==> src/rtl/dma_fix_pkg.sv <==
// Package: shared types of the fixed-port DMA channel.
// Assumes: nothing beyond IEEE 1800-2017.
package dma_fix_pkg;
    typedef enum logic [1:0] {
        ST_IDLE  = 2'd0,
        ST_READ  = 2'd1,
        ST_WRITE = 2'd2
    } dma_state_e;
endpackage

==> src/rtl/dma_fix_addr.sv <==
// Module: address generator of the fixed-port DMA channel.
// Holds the memory-side address and the peripheral offset, forms the
// fixed peripheral address, picks source/destination and flags misalignment.
// Assumes: step_en and load are never high in the same cycle as each other
// with conflicting intent; load wins.
module dma_fix_addr #(
    parameter int AW  = 24,
    parameter int IOW = 8,
    parameter int DW  = 16
) (
    input  logic           clk,
    input  logic           rst_n,
    input  logic           load,
    input  logic [AW-1:0]  load_mem,
    input  logic [IOW-1:0] load_io,
    input  logic           word_mode,
    input  logic           dec_mode,
    input  logic           step_en,
    input  logic           to_mem,
    input  logic           write_phase,
    output logic [AW-1:0]  mem_addr,
    output logic [AW-1:0]  bus_addr,
    output logic           misaligned
);
    localparam int HIW = AW - IOW;
    localparam logic [AW-1:0] BYTE_STEP = AW'(1);
    localparam logic [AW-1:0] WORD_STEP = AW'(DW / 8);

    logic [AW-1:0]  mem_q;
    logic [IOW-1:0] io_q;
    logic [AW-1:0]  io_full;
    logic [AW-1:0]  step;
    logic [AW-1:0]  src_addr;
    logic [AW-1:0]  dst_addr;

    // Hold and advance the memory address; hold the peripheral offset.
    always_ff @(posedge clk) begin
        if (!rst_n) begin
            mem_q <= '0;
            io_q  <= '0;
        end else if (load) begin
            mem_q <= load_mem;
            io_q  <= load_io;
        end else if (step_en) begin
            mem_q <= dec_mode ? (mem_q - step) : (mem_q + step);
        end
    end

    // Form the fixed address, pick source and destination, check alignment.
    always_comb begin
        step       = word_mode ? WORD_STEP : BYTE_STEP;
        io_full    = {{HIW{1'b1}}, io_q};
        src_addr   = to_mem ? io_full : mem_q;
        dst_addr   = to_mem ? mem_q : io_full;
        bus_addr   = write_phase ? dst_addr : src_addr;
        misaligned = word_mode && (mem_q[0] || io_q[0]);
    end

    assign mem_addr = mem_q;
endmodule

==> src/rtl/dma_fix_count.sv <==
// Module: transfer counter of the fixed-port DMA channel.
// Loads the unit count and counts down once per completed transfer.
// Assumes: dec_en only pulses when a transfer finishes.
module dma_fix_count #(
    parameter int CW = 16
) (
    input  logic          clk,
    input  logic          rst_n,
    input  logic          load,
    input  logic [CW-1:0] load_val,
    input  logic          dec_en,
    output logic [CW-1:0] count,
    output logic          last
);
    logic [CW-1:0] cnt_q;

    // Load or decrement the remaining count.
    always_ff @(posedge clk) begin
        if (!rst_n) begin
            cnt_q <= '0;
        end else if (load) begin
            cnt_q <= load_val;
        end else if (dec_en) begin
            cnt_q <= cnt_q - CW'(1);
        end
    end

    assign count = cnt_q;
    assign last  = (cnt_q == CW'(1));
endmodule

==> src/rtl/dma_fix_seq.sv <==
// Module: sequencer of the fixed-port DMA channel.
// Accepts requests, picks direction from the request code, runs the
// read-then-write bus sequence and keeps the mode and status flags.
// Assumes: bus_ready is only meaningful while bus_valid is high.
module dma_fix_seq
    import dma_fix_pkg::*;
#(
    parameter int                DW          = 16,
    parameter int                SRCW        = 3,
    parameter logic [SRCW-1:0]   RXFULL_CODE = SRCW'(4)
) (
    input  logic            clk,
    input  logic            rst_n,
    input  logic            cfg_load,
    input  logic            cfg_word,
    input  logic            cfg_dec,
    input  logic            cfg_irq_en,
    input  logic            req,
    input  logic [SRCW-1:0] req_src,
    input  logic            misaligned,
    input  logic            last_xfer,
    input  logic            bus_ready,
    input  logic [DW-1:0]   bus_rdata,
    output logic            load_ok,
    output logic            step_en,
    output logic            to_mem,
    output logic            word_mode,
    output logic            dec_mode,
    output logic            bus_valid,
    output logic            bus_write,
    output logic [DW-1:0]   bus_wdata,
    output logic            busy,
    output logic            active,
    output logic            done,
    output logic            irq,
    output logic            addr_err
);
    dma_state_e    state_q;
    logic          accept;
    logic          go;
    logic          abort;
    logic          irq_en_q;
    logic [DW-1:0] data_q;
    logic [DW-1:0] rd_unit;

    // Decode handshakes and request acceptance.
    always_comb begin
        load_ok   = cfg_load && (state_q == ST_IDLE);
        accept    = req && active && (state_q == ST_IDLE) && !cfg_load;
        go        = accept && !misaligned;
        abort     = accept && misaligned;
        step_en   = (state_q == ST_WRITE) && bus_ready;
        bus_valid = (state_q != ST_IDLE);
        bus_write = (state_q == ST_WRITE);
        busy      = (state_q != ST_IDLE);
        rd_unit   = word_mode ? bus_rdata : {{(DW-8){1'b0}}, bus_rdata[7:0]};
    end

    // Step the read-then-write state machine.
    always_ff @(posedge clk) begin
        if (!rst_n) begin
            state_q <= ST_IDLE;
        end else begin
            unique case (state_q)
                ST_IDLE:  if (go)        state_q <= ST_READ;
                ST_READ:  if (bus_ready) state_q <= ST_WRITE;
                ST_WRITE: if (bus_ready) state_q <= ST_IDLE;
                default:                 state_q <= ST_IDLE;
            endcase
        end
    end

    // Latch the direction at acceptance and the data at read completion.
    always_ff @(posedge clk) begin
        if (!rst_n) begin
            to_mem <= 1'b0;
            data_q <= '0;
        end else begin
            if (go) to_mem <= (req_src == RXFULL_CODE);
            if ((state_q == ST_READ) && bus_ready) data_q <= rd_unit;
        end
    end

    // Keep mode bits and status flags.
    always_ff @(posedge clk) begin
        if (!rst_n) begin
            word_mode <= 1'b0;
            dec_mode  <= 1'b0;
            irq_en_q  <= 1'b0;
            active    <= 1'b0;
            done      <= 1'b0;
            irq       <= 1'b0;
            addr_err  <= 1'b0;
        end else if (load_ok) begin
            word_mode <= cfg_word;
            dec_mode  <= cfg_dec;
            irq_en_q  <= cfg_irq_en;
            active    <= 1'b1;
            done      <= 1'b0;
            irq       <= 1'b0;
            addr_err  <= 1'b0;
        end else begin
            if (abort) addr_err <= 1'b1;
            if (step_en && last_xfer) begin
                active <= 1'b0;
                done   <= 1'b1;
                irq    <= irq_en_q;
            end
        end
    end

    assign bus_wdata = data_q;
endmodule

==> src/rtl/dma_fixport_chan.sv <==
// Module: top of the fixed-port DMA channel.
// Ties the address generator, counter and sequencer together.
// Assumes: the bus slave raises bus_ready for one cycle per bus cycle.
module dma_fixport_chan #(
    parameter int              AW          = 24,
    parameter int              IOW         = 8,
    parameter int              CW          = 16,
    parameter int              DW          = 16,
    parameter int              SRCW        = 3,
    parameter logic [SRCW-1:0] RXFULL_CODE = SRCW'(4)
) (
    input  logic            clk,
    input  logic            rst_n,
    input  logic            cfg_load,
    input  logic [AW-1:0]   cfg_mem_addr,
    input  logic [IOW-1:0]  cfg_io_off,
    input  logic [CW-1:0]   cfg_count,
    input  logic            cfg_word,
    input  logic            cfg_dec,
    input  logic            cfg_irq_en,
    input  logic            req,
    input  logic [SRCW-1:0] req_src,
    output logic            bus_valid,
    output logic            bus_write,
    output logic            bus_word,
    output logic [AW-1:0]   bus_addr,
    output logic [DW-1:0]   bus_wdata,
    input  logic [DW-1:0]   bus_rdata,
    input  logic            bus_ready,
    output logic [AW-1:0]   mem_addr,
    output logic [CW-1:0]   count,
    output logic            active,
    output logic            busy,
    output logic            done,
    output logic            irq,
    output logic            addr_err
);
    logic load_ok;
    logic step_en;
    logic to_mem;
    logic word_mode;
    logic dec_mode;
    logic misaligned;
    logic last_xfer;

    dma_fix_seq #(.DW(DW), .SRCW(SRCW), .RXFULL_CODE(RXFULL_CODE)) u_seq (
        .clk(clk), .rst_n(rst_n),
        .cfg_load(cfg_load), .cfg_word(cfg_word), .cfg_dec(cfg_dec),
        .cfg_irq_en(cfg_irq_en), .req(req), .req_src(req_src),
        .misaligned(misaligned), .last_xfer(last_xfer),
        .bus_ready(bus_ready), .bus_rdata(bus_rdata),
        .load_ok(load_ok), .step_en(step_en), .to_mem(to_mem),
        .word_mode(word_mode), .dec_mode(dec_mode),
        .bus_valid(bus_valid), .bus_write(bus_write), .bus_wdata(bus_wdata),
        .busy(busy), .active(active), .done(done), .irq(irq),
        .addr_err(addr_err)
    );

    dma_fix_addr #(.AW(AW), .IOW(IOW), .DW(DW)) u_addr (
        .clk(clk), .rst_n(rst_n), .load(load_ok),
        .load_mem(cfg_mem_addr), .load_io(cfg_io_off),
        .word_mode(word_mode), .dec_mode(dec_mode), .step_en(step_en),
        .to_mem(to_mem), .write_phase(bus_write),
        .mem_addr(mem_addr), .bus_addr(bus_addr), .misaligned(misaligned)
    );

    dma_fix_count #(.CW(CW)) u_cnt (
        .clk(clk), .rst_n(rst_n), .load(load_ok), .load_val(cfg_count),
        .dec_en(step_en), .count(count), .last(last_xfer)
    );

    assign bus_word = word_mode;
endmodule

==> config.mk <==
export PLATFORM = sky130hd
export DESIGN_NAME = dma_fixport_chan
export DESIGN_NICKNAME = d
export VERILOG_FILES = /design/src/rtl/dma_fix_pkg.sv /design/src/rtl/dma_fix_addr.sv /design/src/rtl/dma_fix_count.sv /design/src/rtl/dma_fix_seq.sv /design/src/rtl/dma_fixport_chan.sv
export SDC_FILE = /design/constraint.sdc
export NUM_CORES = 1
export LEC_CHECK = 0
export BUFFER_PORTS_ARGS = -buffer_cell sky130_fd_sc_hd__buf_2
export CAP_MARGIN = 20
export CELL_PAD_IN_SITES_DETAIL_PLACEMENT = 0
export CELL_PAD_IN_SITES_GLOBAL_PLACEMENT = 1
export CORE_ASPECT_RATIO = 0.75
export CORE_MARGIN = 2
export CORE_UTILIZATION = 33
export DETAILED_ROUTE_END_ITERATION = 12
export GPL_ROUTABILITY_DRIVEN = 0
export PLACE_DENSITY_LB_ADDON = 0.05
export SYNTH_ARGS = -nofsm -noshare
export SYNTH_HDL_FRONTEND = slang
export SYNTH_SLANG_ARGS = --single-unit
export TNS_END_PERCENT = 1
==> constraint.sdc <==
create_clock -name clk -period 2.7 [get_ports clk]
set_input_delay 0.54 -clock clk [delete_from_list [all_inputs] [get_ports clk]]
set_output_delay 0.54 -clock clk [all_outputs]
set_load 0.05 [all_outputs]
==> impl_metrics.py, run 1 <==
metrics = {
    "worst_setup_path": {
        "r2r_start": "u_seq.dec_mode",
        "cp.arrival_ns": 2.86,
        "cp_max_fo": 27,
        "worstSetupEndpointType": "flop",
        "rrSetupSlack_ns": 0.12,
        "cp.required_ns": 2.97,
        "path_class": "flop to flop",
        "r2r_cells": 11,
        "cp-start-kind": "flop",
        "r2r_end": "u_addr.mem_addr[23]",
    },
    "floorplanning": {
        "ioPinCount": 163,
        "die_h_um": 106,
        "core_um2": 13600,
        "dieArea_um2": 14800,
        "start_util_pct": 33.5,
        "rows": 37,
        "fp.dieW_um": 140,
    },
    "sta": {
        "holdWs_ns": 0.445,
        "rsz0062_at_grt": "yes",
        "max_freq_ghz": 0.387,
        "setup_tns_ns": 0,
        "hold_violations": 0,
        "maxSlewHeadroom_pct": 50.2,
        "max_slew.worst_pin.slew_ns": 0.745,
        "maxSlewViolCount": 0,
        "fin_crit_sh_pct": 95.7,
        "period_minus_slack_ns": 2.58,
        "finClkSkew_ns": 0.00622,
        "setup_violations": 0,
    },
    "route": {
        "routedWlPerCell_um": 15.5,
        "antenna_left": 0,
        "via_per_inst": 5.11,
        "drt_iter0_drc": 222,
        "totalWireLength_um": 14100,
        "drcViolationCount": 0,
        "drtPass1Iterations": 4,
        "dr_total_vias": 4655,
    },
    "min_path": {
        "whs_path_depth": 2,
        "min_path_type": "input port to flop",
        "worstHoldStart": "cfg_count[2]",
        "whs_endpoint": "u_cnt.count[2]",
    },
    "global_routing": {
        "globalRouteOverflowTotal": 0,
        "first_global_vias": 4523,
        "grt_usage_pct": 19.1,
        "antenna_found_initial": 0,
        "grt_max_degree": 75,
        "grt_pass1_wl_um": 23000,
    },
    "logic_synthesis": {
        "synth_cells": 561,
        "synth_top_flop_cell": "dfxtp_1",
        "syn_area_per_cell_um2": 8.13,
        "synth-seq-area-share_pct": 32.5,
        "synthArstFlopShare_pct": 0,
        "synth-seq-cells": 74,
        "yosys_warnings": 0,
        "syn_area_um2": 4560,
        "ys_types": 57,
        "postSynthNetCount": 662,
        "synth_edf_count": 0,
    },
    "finish": {
        "n_antenna_cell": 0,
        "layout.cells.non_filler": 911,
        "synthToLayoutAreaGrowth_pct": 35.1,
        "utilization_pct": 45.3,
        "num-fill-cells": 1404,
        "nets": 832,
        "drive_above_1_share_pct": 34.1,
    },
    "clock_network": {
        "clk_latency_ns": 0.33,
        "cts_made_buffers": 9,
        "cts_tree": "yes",
        "clock-sinks": 74,
        "htreeDepth": 3,
        "cts.path.max_buffers": 2,
        "root_buffer": "clkbuf_16",
        "clkTransAtPathRegs_ns": 0.06,
    },
    "place": {
        "place_inst": 894,
        "io_buffers": 162,
        "hpwlAfterDp_um": 10500,
    },
    "pwr": {
        "power.leakage_nw": 3.01,
        "p_per_area_nw_per_um2": 572,
        "p_total_w": 0.00353,
        "ir_drop_uv": 308,
    },
    "flow_run": {
        "maxCapViolCount": 0,
    },
    "status": {
        "status": "finished clean",
    },
}
[what timing repair did]
item / in CTS / in global routing
endpoints found under the hold margin: 0 / 0
setup buffers: 0 / 1
resized for setup: 2 / 20
pin swaps: 0 / 12
setup endpoints to repair: 9 / 14
hold buffers: 0 / 0
[critical path, stage by stage (launching register included)]
cell and delay (ns):
dfxtp_2 0.33, buf_12 0.16, ha_2 0.38, nor2_1 0.06, a211oi_2 0.24, o21ai_1 0.16
o31ai_4 0.28, a21oi_2 0.13, o211a_1 0.25, a211oi_2 0.19, mux2i_1 0.20, o211a_1 0.15
[where the power goes]
part / leakage (nW) / switching, W / internal, W
logic: 2.23 / 0.000616 / 0.000312
clock network: 0.171 / 0.000488 / 0.000895
registers: 0.610 / 0.0000629 / 0.00115
[worst max path at each step]
stage,from,end,slack (ns),cells after the start
floorplan,u_seq.word_mode,u_addr.mem_addr[18],-0.02,12
global placement,u_seq.word_mode,u_addr.mem_addr[18],0.06,13
detailed placement,u_seq.dec_mode,u_addr.mem_addr[23],-0.04,11
CTS,u_seq.word_mode,u_addr.mem_addr[22],0.006,13
global route,u_seq.word_mode,u_addr.mem_addr[22],-0.06,13
finish,u_seq.dec_mode,u_addr.mem_addr[23],0.12,11
[logic make-up (layout without fill, tap and decap cells)]
group,Yosys count,count (layout),synth area share [%]
and+or+nand+nor,219,219,23.6
AOI/OAI and AO/OA,161,161,25.3
DFF,74,74,32.5
buffers and inverters,44,219,3.78
xor gates and xnor gates,27,27,5.18
adders and majority gates,26,26,7.30
muxes,10,10,2.41
[registers in the layout (all words and copies together), names as in the netlist]
register / cells
u_seq.addr_err: 1
u_seq.bus_wdata: 16
u_cnt.count: 16
u_seq.dec_mode: 1
u_seq.done: 1
u_addr.io_q: 8
u_addr.mem_addr: 24
u_seq.state_q: 2
u_seq.to_mem: 1
u_seq.irq: 1
u_seq.irq_en_q: 1
u_seq.word_mode: 1
u_seq.active: 1
[placed cells by master (no fill, tap or decap), types with 4 or more instances in the layout]
master / n
buf_2: 162
nand2_1: 96
dfxtp_1: 70
a21boi_0: 39
a21oi_1: 38
buf_4: 27
nand3_1: 25
nor2_1: 24
nand2b_1: 21
ha_1: 21
o211a_1: 19
xor2_1: 14
o211ai_1: 13
o21ai_0: 12
xnor2_1: 12
nor3_1: 10
clkbuf_16: 10
inv_1: 8
mux2_2: 8
a21o_1: 8
o221ai_1: 8
and3_1: 6
nor2b_1: 5
nand2_2: 4
a21oi_2: 4
and2_1: 4
[metal layers]
metal / global-route usage (%) / routed length [um] / vias up / share of wire (%)
li1: - / - / 2353 / -
met1: 27.4 / 7260 / 2171 / 51
met2: 29.1 / 5910 / 117 / 42
met3: 4.36 / 793 / 14 / 5.6
met4: 4.64 / 172 / 0 / 1.2
met5: 0 / 0 / - / 0
[through the flow]
step	worst slack [ns]	area, um2
floorplan	-0.0155	4570
global placement	0.0593	5730
detailed placement	-0.0414	5730
CTS	0.00627	6090
global route	-0.0572	6160
finish	0.116	6160
[synthesized netlist by cell type (4+ instances only)]
cell type / n / area [um2]
clkbuf_1: 28 / 105
inv_1: 11 / 41.3
dfxtp_1: 74 / 1480
ha_1: 25 / 313
xnor2_1: 13 / 114
a21boi_0: 39 / 293
nor3_1: 10 / 50.1
and2_1: 4 / 25.0
nor2_1: 24 / 90.1
nand2_1: 97 / 364
nand2b_1: 21 / 131
nor2b_1: 7 / 43.8
mux2_2: 8 / 90.1
o221ai_1: 8 / 70.1
o211ai_1: 13 / 97.6
a21o_1: 8 / 60.1
and3_1: 6 / 37.5
a21oi_1: 42 / 210
xor2_1: 14 / 123
o21ai_0: 13 / 65.1
nand3_1: 25 / 125
o211a_1: 19 / 190
[cell type report]
class | instances | area (um2) | area share (%)
flip-flops and latches | 74 | 1490 | 24.2
well taps | 175 | 219 | 3.55
repair buffers | 192 | 1070 | 17.4
clock buffers | 11 | 264 | 4.28
inverters | 11 | 43.8 | 0.711
multi-input cells | 443 | 2990 | 48.5
clock inverters | 5 | 82.6 | 1.34
Note: power is estimated with default switching activity, not from simulation.
==> run 2: changes to the inputs <==
CORE_UTILIZATION = 39   (was 33)
clock period = 3.05 ns   (was 2.7 ns; I/O delays follow)
==> impl_metrics.py, run 2 (synthesized netlist as in run 1, its figures left out) <==
metrics = {
    "route": {
        "drcViolationCount": 0,
        "drtPass1Iterations": 4,
        "via_per_inst": 5.29,
        "antenna_left": 0,
        "routedWlPerCell_um": 15.6,
        "totalWireLength_um": 13500,
        "dr_total_vias": 4569,
        "drt_iter0_drc": 184,
    },
    "clock_network": {
        "cts_made_buffers": 9,
        "clk_latency_ns": 0.34,
        "htreeDepth": 3,
        "root_buffer": "clkbuf_16",
        "ctsHoldBuffers": 0,
        "clkTransAtPathRegs_ns": 0.06,
        "cts_tree": "yes",
        "clock-sinks": 74,
        "cts.path.max_buffers": 2,
    },
    "global_routing": {
        "globalRouteOverflowTotal": 0,
        "first_global_vias": 4274,
        "antenna_found_initial": 0,
        "grt_pass1_wl_um": 21400,
        "grt_max_degree": 29,
        "grt_usage_pct": 21.3,
    },
    "worst_setup_path": {
        "slowest_stage": "o31ai_1",
        "cp_max_fo": 15,
        "path_class": "flop to flop",
        "cp_common_cell": "buf_4",
        "worstSetupEndpointType": "flop",
        "cp-start-kind": "flop",
        "crit_chain": "buf_4 > buf_4 > ha_1 > nand4_1 > nor3_1 > nand2_1 > o211ai_1 > a21oi_1 > o31ai_1 > nand3_1 > o2111a_1 > o21a_1",
        "cp.arrival_ns": 3.05,
        "cp.required_ns": 3.29,
        "critPathMaxStageDelay_ns": 0.42,
    },
    "floorplanning": {
        "core_um2": 11500,
        "start_util_pct": 39.7,
        "ioPinCount": 163,
        "rows": 34,
        "dieArea_um2": 12600,
        "fp.dieW_um": 129,
        "die_h_um": 97.7,
    },
    "sta": {
        "finClkSkew_ns": 0.00842,
        "max_slew.worst_pin.slew_ns": 0.678,
        "maxSlewHeadroom_pct": 54.6,
        "period_minus_slack_ns": 2.81,
        "setup_violations": 0,
        "hold_violations": 0,
        "maxSlewViolCount": 0,
        "fin_crit_sh_pct": 92.3,
        "max_freq_ghz": 0.355,
    },
    "flow_run": {
        "maxCapViolCount": 0,
    },
    "finish": {
        "synthToLayoutAreaGrowth_pct": 29.4,
        "n_antenna_cell": 0,
        "final_cell_mix": "buf_2 (162), nand2_1 (96), dfxtp_1 (73), a21oi_1 (41), a21boi_0 (39)",
        "final_common_cell": "buf_2",
        "num-fill-cells": 1133,
        "utilization_pct": 51.4,
        "nets": 815,
        "largest_register_ffs": 24,
        "drive_above_1_share_pct": 30.0,
        "finalInstanceArea_um2": 5900,
    },
    "place": {
        "place_area_um2": 5530,
        "hpwlAfterDp_um": 9950,
        "io_buffers": 162,
    },
    "status": {
        "status": "finished clean",
    },
    "pwr": {
        "p_total_w": 0.00312,
        "power.leakage_nw": 2.93,
        "ir_drop_uv": 297,
        "p_per_area_nw_per_um2": 529,
    },
    "min_path": {
        "min_path_type": "flop to flop",
    },
}
run 2: cell types whose count changed in the layout (fill, tap and decap cells not counted), moves of 3 or more:
cell     before  now
buf_4        27   13
buf_12        3    0
a21oi_1      38   41
a21oi_2       4    1
inv_1         8   11
dfxtp_1      70   73
ha_1         21   25
run 2: through the flow:
step                worst slack [ns]  cells  TNS (ns)  hold slack, ns
detailed placement             0.239    847         0           0.449
global placement               0.292    847         0           0.444
CTS                            0.104    863         0           0.460
global route                 -0.0144    863   -0.0144           0.482
finish                         0.236    863         0           0.454
floorplan                      0.139    561         0           0.441
run 2: cell type report:
type	count	area, um2	share of cell area (%)
multi-input combinational	443	2940	49.8
sequential	74	1480	25.1
timing repair buffer	175	908	15.4
clock buffer	10	239	4.05
tap	144	180	3.05
clock inverter	6	113	1.91
inverter	11	41.3	0.699
run 2: per-layer routing:
layer,wire length [um],GRT usage (%)
met1,6740,29.9
met4,107,5.35
met5,0,0
met3,695,5.29
met2,5910,32.7
run 2: timing repair:
| item | 4_1_cts | 5_1_grt |
|---|---|---|
| setup buffers | 0 | 0 |
| gates resized for setup | 0 | 4 |
| endpoints found under the setup margin | 0 | 3 |
run 2: worst max-delay path, delay by kind of cell (launching register included):
| family | cells | cell delay, ns |
|---|---|---|
| buffers and inverters | 2 | 0.39 |
| AOI/OAI and AO/OA | 5 | 1.11 |
| DFF | 1 | 0.30 |
| adders and majority gates | 1 | 0.36 |
| and+or+nand+nor | 4 | 0.54 |
run 2: worst paths after layout:
check	start	end	slack, ns	cells after the start
setup reg to reg	u_seq.dec_mode	u_addr.mem_addr[20]	0.24	12
hold / removal	u_seq.bus_wdata[10]	u_seq.bus_wdata[10]	0.45	2
hold reg to reg	u_seq.bus_wdata[10]	u_seq.bus_wdata[10]	0.45	2
setup / recovery	u_seq.dec_mode	u_addr.mem_addr[20]	0.24	12
run 2: power by group:
| group | total [W] | switching [W] | internal [W] |
|---|---|---|---|
| Sequential | 0.00108 | 0.0000555 | 0.00102 |
| Clock | 0.00127 | 0.000444 | 0.000825 |
| Combinational | 0.000777 | 0.000531 | 0.000245 |
| Total | 0.00312 | 0.00103 | 0.00209 |
==> run 3: changes to the inputs <==
CORE_UTILIZATION = 40   (was 39)
SYNTH_HIERARCHICAL = 1   (was default)
==> impl_metrics.py, run 3 <==
metrics = {
    "status": {
        "status": "finished clean",
    },
    "route": {
        "totalWireLength_um": 13400,
        "dr_total_vias": 4471,
        "maxUsedRoutingLayer": "met5",
        "drt_iter0_drc": 213,
        "wl_met3_um": 999,
        "antenna_left": 0,
        "drtPass1Iterations": 5,
        "drcViolationCount": 0,
        "routedWlPerCell_um": 15.5,
        "wirelength_met1_um": 6630,
        "via_per_inst": 5.16,
        "wl_met2_um": 5700,
    },
    "finish": {
        "largest_register_ffs": 24,
        "final_common_cell": "buf_2",
        "utilization_pct": 51.2,
        "final_cell_mix": "buf_2 (162), dfxtp_1 (74), a21oi_1 (51), nand2_1 (46), nor2_1 (35)",
        "finalInstanceArea_um2": 5900,
        "nets": 800,
        "n_antenna_cell": 0,
        "drive_above_1_share_pct": 31.0,
        "synthToLayoutAreaGrowth_pct": 26.0,
    },
    "logic_synthesis": {
        "synth_top_family_by_area": "compound AO/OA/AOI/OAI gates",
        "syn_area_um2": 4690,
        "syn_area_per_cell_um2": 8.55,
        "synth_top_flop_cell": "dfxtp_1",
        "synth_edf_count": 0,
        "synth-seq-cells": 74,
        "synth_fa_ha_area_share_pct": 7.10,
        "yosys.area.top_type": "dfxtp_1",
        "synthArstFlopShare_pct": 0,
        "synth_top_area_share_pct": 31.6,
        "synth_compound_area_share_pct": 22.3,
        "postSynthNetCount": 649,
        "yosys_warnings": 6,
        "muxShareOfSynthArea_pct": 6.41,
        "synth_cells": 548,
        "synthSimpleGateAreaFrac_pct": 20.6,
        "synth.area.top_cells": "dfxtp_1 (32%), ha_1 (6.7%), a21oi_1 (5.4%)",
        "synth_xor_area_share_pct": 6.92,
        "ys_types": 72,
        "synth-seq-area-share_pct": 31.6,
        "synth_common_cells": "dfxtp_1 (74), a21oi_1 (51), nand2_1 (46)",
        "synth_most_common_cell": "dfxtp_1",
    },
    "clock_network": {
        "cts.path.max_buffers": 2,
        "htreeDepth": 3,
        "root_buffer": "clkbuf_16",
        "clock-sinks": 74,
        "clk_latency_ns": 0.34,
        "postCtsSetupRepairBufs": 0,
        "cts_resized": 0,
        "cts_tree": "yes",
        "clkTransAtPathRegs_ns": 0.07,
        "ctsHoldBuffers": 0,
        "cts_made_buffers": 9,
    },
    "global_routing": {
        "grt_pass1_wl_um": 21300,
        "first_global_vias": 4096,
        "antenna_found_initial": 1,
        "grt_max_degree": 39,
        "globalRouteOverflowTotal": 0,
        "grt_usage_pct": 21.1,
    },
    "sta": {
        "finClkSkew_ns": 0.00894,
        "period_minus_slack_ns": 2.84,
        "setup_violations": 0,
        "maxSlewHeadroom_pct": 45.7,
        "max_freq_ghz": 0.352,
        "setup_tns_ns": 0,
        "fin_crit_sh_pct": 93.2,
        "hold_violations": 0,
        "maxSlewViolCount": 0,
        "rsz0062_at_grt": "no",
        "max_slew.worst_pin.slew_ns": 0.811,
    },
    "min_path": {
        "whs_path_depth": 2,
        "min_path_type": "flop to flop",
        "whs_endpoint": "u_seq/bus_wdata[7]",
        "worstHoldStart": "u_seq/bus_wdata[7]",
    },
    "worst_setup_path": {
        "r2r_cells": 11,
        "r2r_start": "u_seq/word_mode",
        "cp_max_fo": 11,
        "cp_num_buf_inv": 1,
        "critPathMaxStageDelay_ns": 0.64,
        "slowest_stage": "xnor2_2",
        "path_class": "flop to output port",
        "cpLargestDelayFamily": "XOR/XNOR gates",
        "worstSetupEndpointType": "output port",
        "cp.arrival_ns": 2.23,
        "crit_chain": "nor2b_2 > xnor2_2 > mux2_2 > buf_2",
        "setup.worst_path.start": "u_seq/state_q[0]",
        "r2r_end": "u_addr/mem_addr[20]",
        "cp.required_ns": 2.44,
        "cp-start-kind": "flop",
        "rrSetupSlack_ns": 0.42,
    },
    "floorplanning": {
        "dieArea_um2": 12600,
        "die_h_um": 97.7,
        "rows": 34,
        "fp.dieW_um": 129,
        "core_um2": 11500,
        "start_util_pct": 40.6,
        "ioPinCount": 163,
    },
    "place": {
        "place_area_um2": 5610,
        "hpwlAfterDp_um": 9930,
        "io_buffers": 162,
    },
    "pwr": {
        "power.leakage_nw": 2.68,
        "ir_drop_uv": 268,
        "p_per_area_nw_per_um2": 499,
    },
    "flow_run": {
        "maxCapViolCount": 0,
    },
}
## run 3: worst min-delay path: stages (launching register included)
cell,delay (ns)
dfxtp_1,0.31
nand2_1,0.05
a21boi_1,0.05
## run 3: per-layer routing
layer	track usage, %	vias up
met4	4.52	2
met3	5.59	4
met2	31.1	148
met5	0	-
li1	-	2272
met1	31.0	2045
## run 3: worst max-delay path by stage
stage / end / slack (ns) / cells after the start
CTS: bus_addr[7] / 0.14 / 4
floorplan: u_addr/mem_addr[21] / 0.22 / 9
detailed placement: u_addr/mem_addr[20] / 0.44 / 11
global placement: u_addr/mem_addr[20] / 0.49 / 11
finish: bus_addr[7] / 0.21 / 4
global route: bus_addr[7] / 0.09 / 4
## run 3: cell families after synthesis
| family | after synthesis |
|---|---|
| multiplexers | 29 |
| AND/OR/NAND/NOR | 177 |
| AO/OA/AOI/OAI | 159 |
| XOR/XNOR | 37 |
| flip-flops | 74 |
| adder cells (fa/ha/maj) | 26 |
| buffers and inverters | 46 |
## run 3: per-stage QoR
stage	power [W]	setup slack, ns	hold slack, ns	std cells
after global placement	0.00188	0.492	0.440	850
final	0.00294	0.208	0.452	866
after CTS	0.00298	0.139	0.454	866
after detailed placement	0.00188	0.439	0.447	850
after global routing	0.00309	0.0855	0.472	866
after floorplan	0.00168	0.220	0.451	548
## run 3: power breakdown
| part | internal (W) | switching [W] | total, W |
|---|---|---|---|
| sequential | 0.00102 | 0.0000544 | 0.00107 |
| combinational | 0.000257 | 0.000530 | 0.000786 |
| clock | 0.000639 | 0.000445 | 0.00108 |
| total | 0.00192 | 0.00103 | 0.00294 |
## run 3: final cells by class
| class | count | area (um2) |
|---|---|---|
| clock inverter | 7 | 73.8 |
| timing repair buffer | 174 | 901 |
| fill | 1146 | 5620 |
| clock buffer | 9 | 225 |
| multi-input combinational | 428 | 2980 |
| inverter | 12 | 45.0 |
| sequential | 74 | 1480 |
| tap | 162 | 203 |
